--- config.mk ---
export PLATFORM = sky130hd
export DESIGN_NAME = fan_start_seq
export DESIGN_NICKNAME = d
export VERILOG_FILES = /design/src/rtl/fss_pkg.sv /design/src/rtl/fss_ctrl.sv /design/src/rtl/fss_datapath.sv /design/src/rtl/fan_start_seq.sv
export SDC_FILE = /design/constraint.sdc
export NUM_CORES = 1
export LEC_CHECK = 0
export BUFFER_PORTS_ARGS = -buffer_cell sky130_fd_sc_hd__buf_4
export CAP_MARGIN = 20
export CORE_UTILIZATION = 50
export DETAILED_ROUTE_END_ITERATION = 6
export PLACE_DENSITY = 0.85
export SYNTH_ARGS = -nofsm -noshare
export SYNTH_HDL_FRONTEND = slang
export SYNTH_HIERARCHICAL = 1
export SYNTH_SLANG_ARGS = --single-unit
--- constraint.sdc ---
create_clock -name clk -period 3.2 [get_ports clk]
set_clock_uncertainty 0.15 [all_clocks]
set_input_delay 0.64 -clock clk [delete_from_list [all_inputs] [get_ports clk]]
set_output_delay 0.64 -clock clk [all_outputs]
set_load 0.01 [all_outputs]
--- src/rtl/fss_pkg.sv ---
package fss_pkg;
  typedef enum logic [1:0] {PH_IDLE, PH_SPIN, PH_MON} phase_t;

  typedef struct packed {
    phase_t phase;
    logic   clrSpin;
    logic   incSpin;
    logic   armWin;
    logic   dropWin;
    logic   stepWin;
  } seq_cmd_t;

  typedef struct packed {
    logic spinLast;
  } seq_stat_t;

  localparam logic [7:0] CFG_RESET = 8'h0D;
endpackage

--- src/rtl/fss_ctrl.sv ---
module fss_ctrl
  import fss_pkg::*;
(
  input  logic      clk,
  input  logic      rstN,
  input  logic      startReq,
  input  logic      stopReq,
  input  logic      msTick,
  input  logic      updateStrobe,
  input  seq_stat_t stat,
  output seq_cmd_t  cmd
);
  phase_t state, nextState;

  always_ff @(posedge clk or negedge rstN) begin
    if (!rstN) state <= PH_IDLE;
    else       state <= nextState;
  end

  always_comb begin
    nextState   = state;
    cmd         = '0;
    cmd.phase   = state;
    unique case (state)
      PH_IDLE: begin
        if (startReq && !stopReq) begin
          nextState   = PH_SPIN;
          cmd.clrSpin = 1'b1;
        end
      end
      PH_SPIN: begin
        if (stopReq) begin
          nextState = PH_IDLE;
        end else if (startReq) begin
          cmd.clrSpin = 1'b1;
        end else if (msTick) begin
          if (stat.spinLast) begin
            nextState  = PH_MON;
            cmd.armWin = 1'b1;
          end else begin
            cmd.incSpin = 1'b1;
          end
        end
      end
      PH_MON: begin
        cmd.stepWin = updateStrobe;
        if (stopReq) begin
          nextState   = PH_IDLE;
          cmd.dropWin = 1'b1;
        end else if (startReq) begin
          nextState   = PH_SPIN;
          cmd.clrSpin = 1'b1;
          cmd.dropWin = 1'b1;
        end
      end
      default: nextState = PH_IDLE;
    endcase
  end
endmodule

--- src/rtl/fss_datapath.sv ---
module fss_datapath
  import fss_pkg::*;
#(
  parameter int TICK_BASE = 250,
  parameter int WIN_BASE  = 16,
  parameter int DUTY_W    = 8
) (
  input  logic              clk,
  input  logic              rstN,
  input  seq_cmd_t          cmd,
  input  logic              cfgWrEn,
  input  logic [7:0]        cfgWrData,
  input  logic              lockSet,
  input  logic              tachAtTarget,
  input  logic [DUTY_W-1:0] loopDuty,
  input  logic              failClear,
  output seq_stat_t         stat,
  output logic [DUTY_W-1:0] dutyOut,
  output logic              driveFail,
  output logic [7:0]        cfgOut
);
  localparam int SPIN_MAX = TICK_BASE * 8;
  localparam int SPIN_W   = $clog2(SPIN_MAX);
  localparam int WIN_MAX  = WIN_BASE * 4;
  localparam int WIN_W    = $clog2(WIN_MAX + 1);
  localparam int FULL     = (1 << DUTY_W) - 1;
  localparam int LEVELS   = 8;

  logic [7:0]        cfgReg;
  logic              locked;
  logic [SPIN_W-1:0] spinCnt;
  logic [SPIN_W-1:0] spinTicks;
  logic [SPIN_W-1:0] kickTicks;
  logic [WIN_W-1:0]  winCnt;
  logic [WIN_W-1:0]  winLen;
  logic              winArmed;
  logic              winLast;
  logic              failSet;
  logic [DUTY_W-1:0] levelTab [LEVELS];

  wire [1:0] failCode = cfgReg[7:6];
  wire       noKick   = cfgReg[5];
  wire [2:0] spinLvl  = cfgReg[4:2];
  wire [1:0] timeCode = cfgReg[1:0];

  for (genvar g = 0; g < LEVELS; g++) begin : gLevel
    assign levelTab[g] = DUTY_W'(((30 + 5 * g) * FULL) / 100);
  end

  // configuration byte and lock
  always_ff @(posedge clk or negedge rstN) begin
    if (!rstN) begin
      cfgReg <= CFG_RESET;
      locked <= 1'b0;
    end else begin
      if (lockSet) locked <= 1'b1;
      if (cfgWrEn && !locked) cfgReg <= cfgWrData;
    end
  end

  // spin-up timer
  assign spinTicks     = SPIN_W'(TICK_BASE) << timeCode;
  assign kickTicks     = spinTicks >> 2;
  assign stat.spinLast = (spinCnt == spinTicks - SPIN_W'(1));

  always_ff @(posedge clk or negedge rstN) begin
    if (!rstN)            spinCnt <= '0;
    else if (cmd.clrSpin) spinCnt <= '0;
    else if (cmd.incSpin) spinCnt <= spinCnt + SPIN_W'(1);
  end

  // drive-fail window
  always_comb begin
    winLen = '0;
    if (failCode != 2'b00) winLen = WIN_W'(WIN_BASE) << (failCode - 2'd1);
  end

  assign winLast = (winCnt == winLen - WIN_W'(1));
  assign failSet = winArmed && cmd.stepWin && !tachAtTarget && winLast;

  always_ff @(posedge clk or negedge rstN) begin
    if (!rstN) begin
      winArmed <= 1'b0;
      winCnt   <= '0;
    end else if (cmd.dropWin) begin
      winArmed <= 1'b0;
    end else if (cmd.armWin) begin
      winArmed <= (failCode != 2'b00);
      winCnt   <= '0;
    end else if (winArmed && cmd.phase == PH_MON) begin
      if (tachAtTarget)   winArmed <= 1'b0;
      else if (cmd.stepWin) begin
        if (winLast) winArmed <= 1'b0;
        else         winCnt   <= winCnt + WIN_W'(1);
      end
    end
  end

  always_ff @(posedge clk or negedge rstN) begin
    if (!rstN)          driveFail <= 1'b0;
    else if (failSet)   driveFail <= 1'b1;
    else if (failClear) driveFail <= 1'b0;
  end

  // duty selection
  always_comb begin
    unique case (cmd.phase)
      PH_SPIN: dutyOut = (!noKick && spinCnt < kickTicks) ? DUTY_W'(FULL) : levelTab[spinLvl];
      PH_MON:  dutyOut = loopDuty;
      default: dutyOut = '0;
    endcase
  end

  assign cfgOut = cfgReg;
endmodule

--- src/rtl/fan_start_seq.sv ---
module fan_start_seq
  import fss_pkg::*;
#(
  parameter int TICK_BASE = 250,
  parameter int WIN_BASE  = 16
) (
  input  logic       clk,
  input  logic       rstN,
  input  logic       cfgWrEn,
  input  logic [7:0] cfgWrData,
  input  logic       lockSet,
  input  logic       startReq,
  input  logic       stopReq,
  input  logic       msTick,
  input  logic       updateStrobe,
  input  logic       tachAtTarget,
  input  logic [7:0] loopDuty,
  input  logic       failClear,
  output logic [7:0] dutyOut,
  output logic       spinActive,
  output logic       monitorActive,
  output logic       driveFail,
  output logic [7:0] cfgOut
);
  seq_cmd_t  cmd;
  seq_stat_t stat;

  fss_ctrl uCtrl (
    .clk(clk), .rstN(rstN), .startReq(startReq), .stopReq(stopReq),
    .msTick(msTick), .updateStrobe(updateStrobe), .stat(stat), .cmd(cmd)
  );

  fss_datapath #(.TICK_BASE(TICK_BASE), .WIN_BASE(WIN_BASE), .DUTY_W(8)) uData (
    .clk(clk), .rstN(rstN), .cmd(cmd), .cfgWrEn(cfgWrEn), .cfgWrData(cfgWrData),
    .lockSet(lockSet), .tachAtTarget(tachAtTarget), .loopDuty(loopDuty),
    .failClear(failClear), .stat(stat), .dutyOut(dutyOut),
    .driveFail(driveFail), .cfgOut(cfgOut)
  );

  assign spinActive    = (cmd.phase == PH_SPIN);
  assign monitorActive = (cmd.phase == PH_MON);
endmodule

==> flow_metrics.tcl <==
set metrics [dict create \
    routed_wl_um 5550 \
    syn_nets 297 \
    end_kind "primary output" \
    max_freq_mhz 301 \
    yosysTopAreaCell "dfrtp_1" \
    cp-startpoint "uData/cfgOut[0]" \
    whs_ns 0.133 \
    synthAdderAreaFrac_pct 13.1 \
    start_util_pct 53.6 \
    grt_antenna_before_repair 0 \
    io_pins 45 \
    clock_sinks 31 \
    crit_path_start_kind "flip-flop" \
    num_vias 2001 \
    worst_slack_ns -0.121 \
    holdCritPathClass "in -> async" \
    cts_buffers 5 \
    clk_latency_ns 0.29 \
    ir_worst_vdd_uv 238 \
    wl_per_cell_um 15.8 \
    synth_top_area_share_pct 31.8 \
    grt_pass1_wl_um 8370 \
    nets 348 \
    period_needed_ns 3.32 \
    drive_gt1_share_pct 30.0 \
    max-cap-violations 0 \
    leakage_nw 1.27 \
    coreArea_um2 4120 \
    status "complete, but fails checks" \
    slew_headroom_pct 62.2 \
    placed_cells 339 \
    synth.area.top_cells "dfrtp_1 (32%), ha_1 (13%), a21oi_1 (4.8%)" \
    ys.flop_type "dfrtp_1" \
    synth_simple_gate_area_share_pct 21.1 \
    crit_path_end "dutyOut[0]" \
    ys_warn_count 6 \
    first_iter_violations 190 \
    syn_area_um2 2200 \
    reg2reg_depth 12 \
    crit_arrival_ns 2.53 \
    synth_mux_area_share_pct 1.93 \
    yosys_register_bits 31 \
    clockRootBuffer "clkbuf_8" \
    p_total_mw 1.04 \
    final_cell_area_um2 2870 \
    grt_overflow_total 0 \
    rows 23 \
    worstMarginPinSlew_ns 0.567 \
    reg2reg_to "uData/spinCnt[7]" \
    area_growth_pct 30.3 \
    rr_startpoint "uData/cfgOut[0]" \
    gp_congestion 0.871 \
    synth-seq-area-share_pct 35.4 \
    rrSetupSlack_ns 0.23 \
    synth_top_family_by_area "simple AND/OR/NAND/NOR gates" \
    grt_use_total_pct 24.6 \
    synth-compound-area-share_pct 16.5 \
    route.detailed.drc 0 \
    cts_buffer_depth 2 \
    finalHoldViolations 0 \
    hpwl_um 3620 \
    async_flop_share_pct 100 \
    violations "setup timing" \
    die_area_um2 4680 \
    power_density_nw_per_um2 363 \
    placed_area_um2 2600 \
    ant_nets 0 \
    fp.dieH_um 68.4 \
    fin_crit_sh_pct 104 \
    postSynthAreaPerCell_um2 8.89 \
    first_pass_iters 4 \
    rsz0062_at_grt "yes" \
    clkSlewWorstSetupHoldPaths_ns 0.07 \
    synth_edf_count 0 \
    slew_violations 0 \
    synth_cell_types 47 \
    grt_pass1_vias 1815 \
    finalSetupViolCount 3 \
    cp_max_fo 8 \
    cts_tree "built" \
    die_w_um 68.4 \
    grt_max_degree 32 \
    layoutNonFillerInstCount 350 \
    required_ns 2.41 \
    synthCells 248 \
    cts_max_level 2 \
    dp_slack_ns 0.0639 \
    fin_util_pct 69.8 \
    setup.worst_path.class "reg -> out" \
    synth_xor_area_share_pct 8.34 \
    fin_setup_tns_ns -0.143 \
    n_antenna_cell 0 \
    viasPerCell 5.72 \
    placement.io_buffers 44 \
]
cell type report:
| type | count | area, um2 |
|---|---|---|
| timing repair buffer | 52 | 394 |
| inverter | 14 | 55.1 |
| fill | 303 | 1240 |
| multi-input combinational | 195 | 1480 |
| clock buffer | 8 | 100 |
| tap | 50 | 62.6 |
| sequential | 31 | 781 |
power breakdown:
part | switching, mW | leakage [nW] | internal [mW]
Sequential | 0.0232 | 0.404 | 0.413
Combinational | 0.138 | 0.812 | 0.127
Clock | 0.147 | 0.0515 | 0.196
logic make-up after synthesis:
group | after synthesis
XOR/XNOR | 21
AO/OA/AOI/OAI | 60
buffers and inverters | 22
flip-flops | 31
AND/OR/NAND/NOR | 87
adder cells (fa/ha/maj) | 23
multiplexers | 4
cells in the final DEF, fill, tap and decap left out, types with 2 or more instances in the layout:
cell type and count:
a2111oi_0 2, a211oi_2 5, a21boi_1 2, a21oi_1 21, a311oi_2 2, and2_1 2
buf_4 51, clkbuf_8 7, dfrtp_1 27, dfstp_2 3, ha_1 18, ha_4 5
inv_1 13, mux2_2 2, mux2i_1 2, nand2_1 26, nand2b_1 3, nand3_1 3
nand4_1 4, nand4b_1 3, nor2_1 23, nor2b_1 4, nor3_1 3, nor4_1 2
o21ai_0 16, or3_1 3, xnor2_1 11, xor2_1 10
how the worst min path moves through the flow:
stage / depth (start not counted) / slack, ns / to / startpoint
5_1_grt: 1 / 0.16 / uData/spinCnt[1] / rstN
4_1_cts: 1 / 0.15 / uData/spinCnt[1] / rstN
6_report: 1 / 0.13 / uData/spinCnt[10] / rstN
2_1_floorplan: 0 / 0.19 / uCtrl/state[0] / rstN
3_5_place_dp: 1 / 0.31 / uData/locked / uData/locked
3_3_place_gp: 1 / 0.30 / uData/locked / uData/locked
synth_stat cells, drive strengths merged (2+ instances only):
cell,number
nand3,3
dfstp,3
nor4,4
xor2,10
mux2i,2
a21boi,2
or4b,2
a31oi,2
nor3b,2
a2111oi,2
nand4,4
clkbuf,5
a211oi,6
a311oi,2
dfrtp,28
xnor2,11
nor2,24
o21ai,18
or3,3
and2,2
inv,14
mux2,2
buf,3
nor3,3
ha,23
nand4b,3
a21oi,21
nand2b,3
nand2,26
nor2b,4
layer usage:
metal	up-vias	share of wire, %	track usage [%]	wire (um)
met4	0	2.9	11.2	163
li1	969	-	-	-
met5	-	0	0	0
met2	83	49	40.4	2720
met3	13	5.5	6.17	304
met1	936	42	30.1	2360
what timing repair did:
| item | 4_1_cts | 5_1_grt |
|---|---|---|
| pin swaps | 4 | 4 |
| buffers inserted | 2 | 1 |
| endpoints found under the setup margin | 8 | 8 |
| cloned | 0 | 0 |
| gates resized for setup | 16 | 9 |
| hold buffers | 0 | 0 |
state kept, by name, indices dropped and copies added (netlist names):
signal / count
uData/spinCnt: 11
uData/winCnt: 7
uData/locked: 1
uData/cfgOut: 8
uCtrl/state: 2
uData/winArmed: 1
uData/driveFail: 1
worst max-delay path: stages, from the launching register on:
cell	delay, ns
dfstp_2	0.57
inv_4	0.06
ha_4	0.17
ha_4	0.21
a21o_1	0.17
a31oi_1	0.20
o21ai_2	0.10
a31o_4	0.28
a211oi_1	0.30
buf_4	0.18
Note: power is estimated with default switching activity, not from simulation.
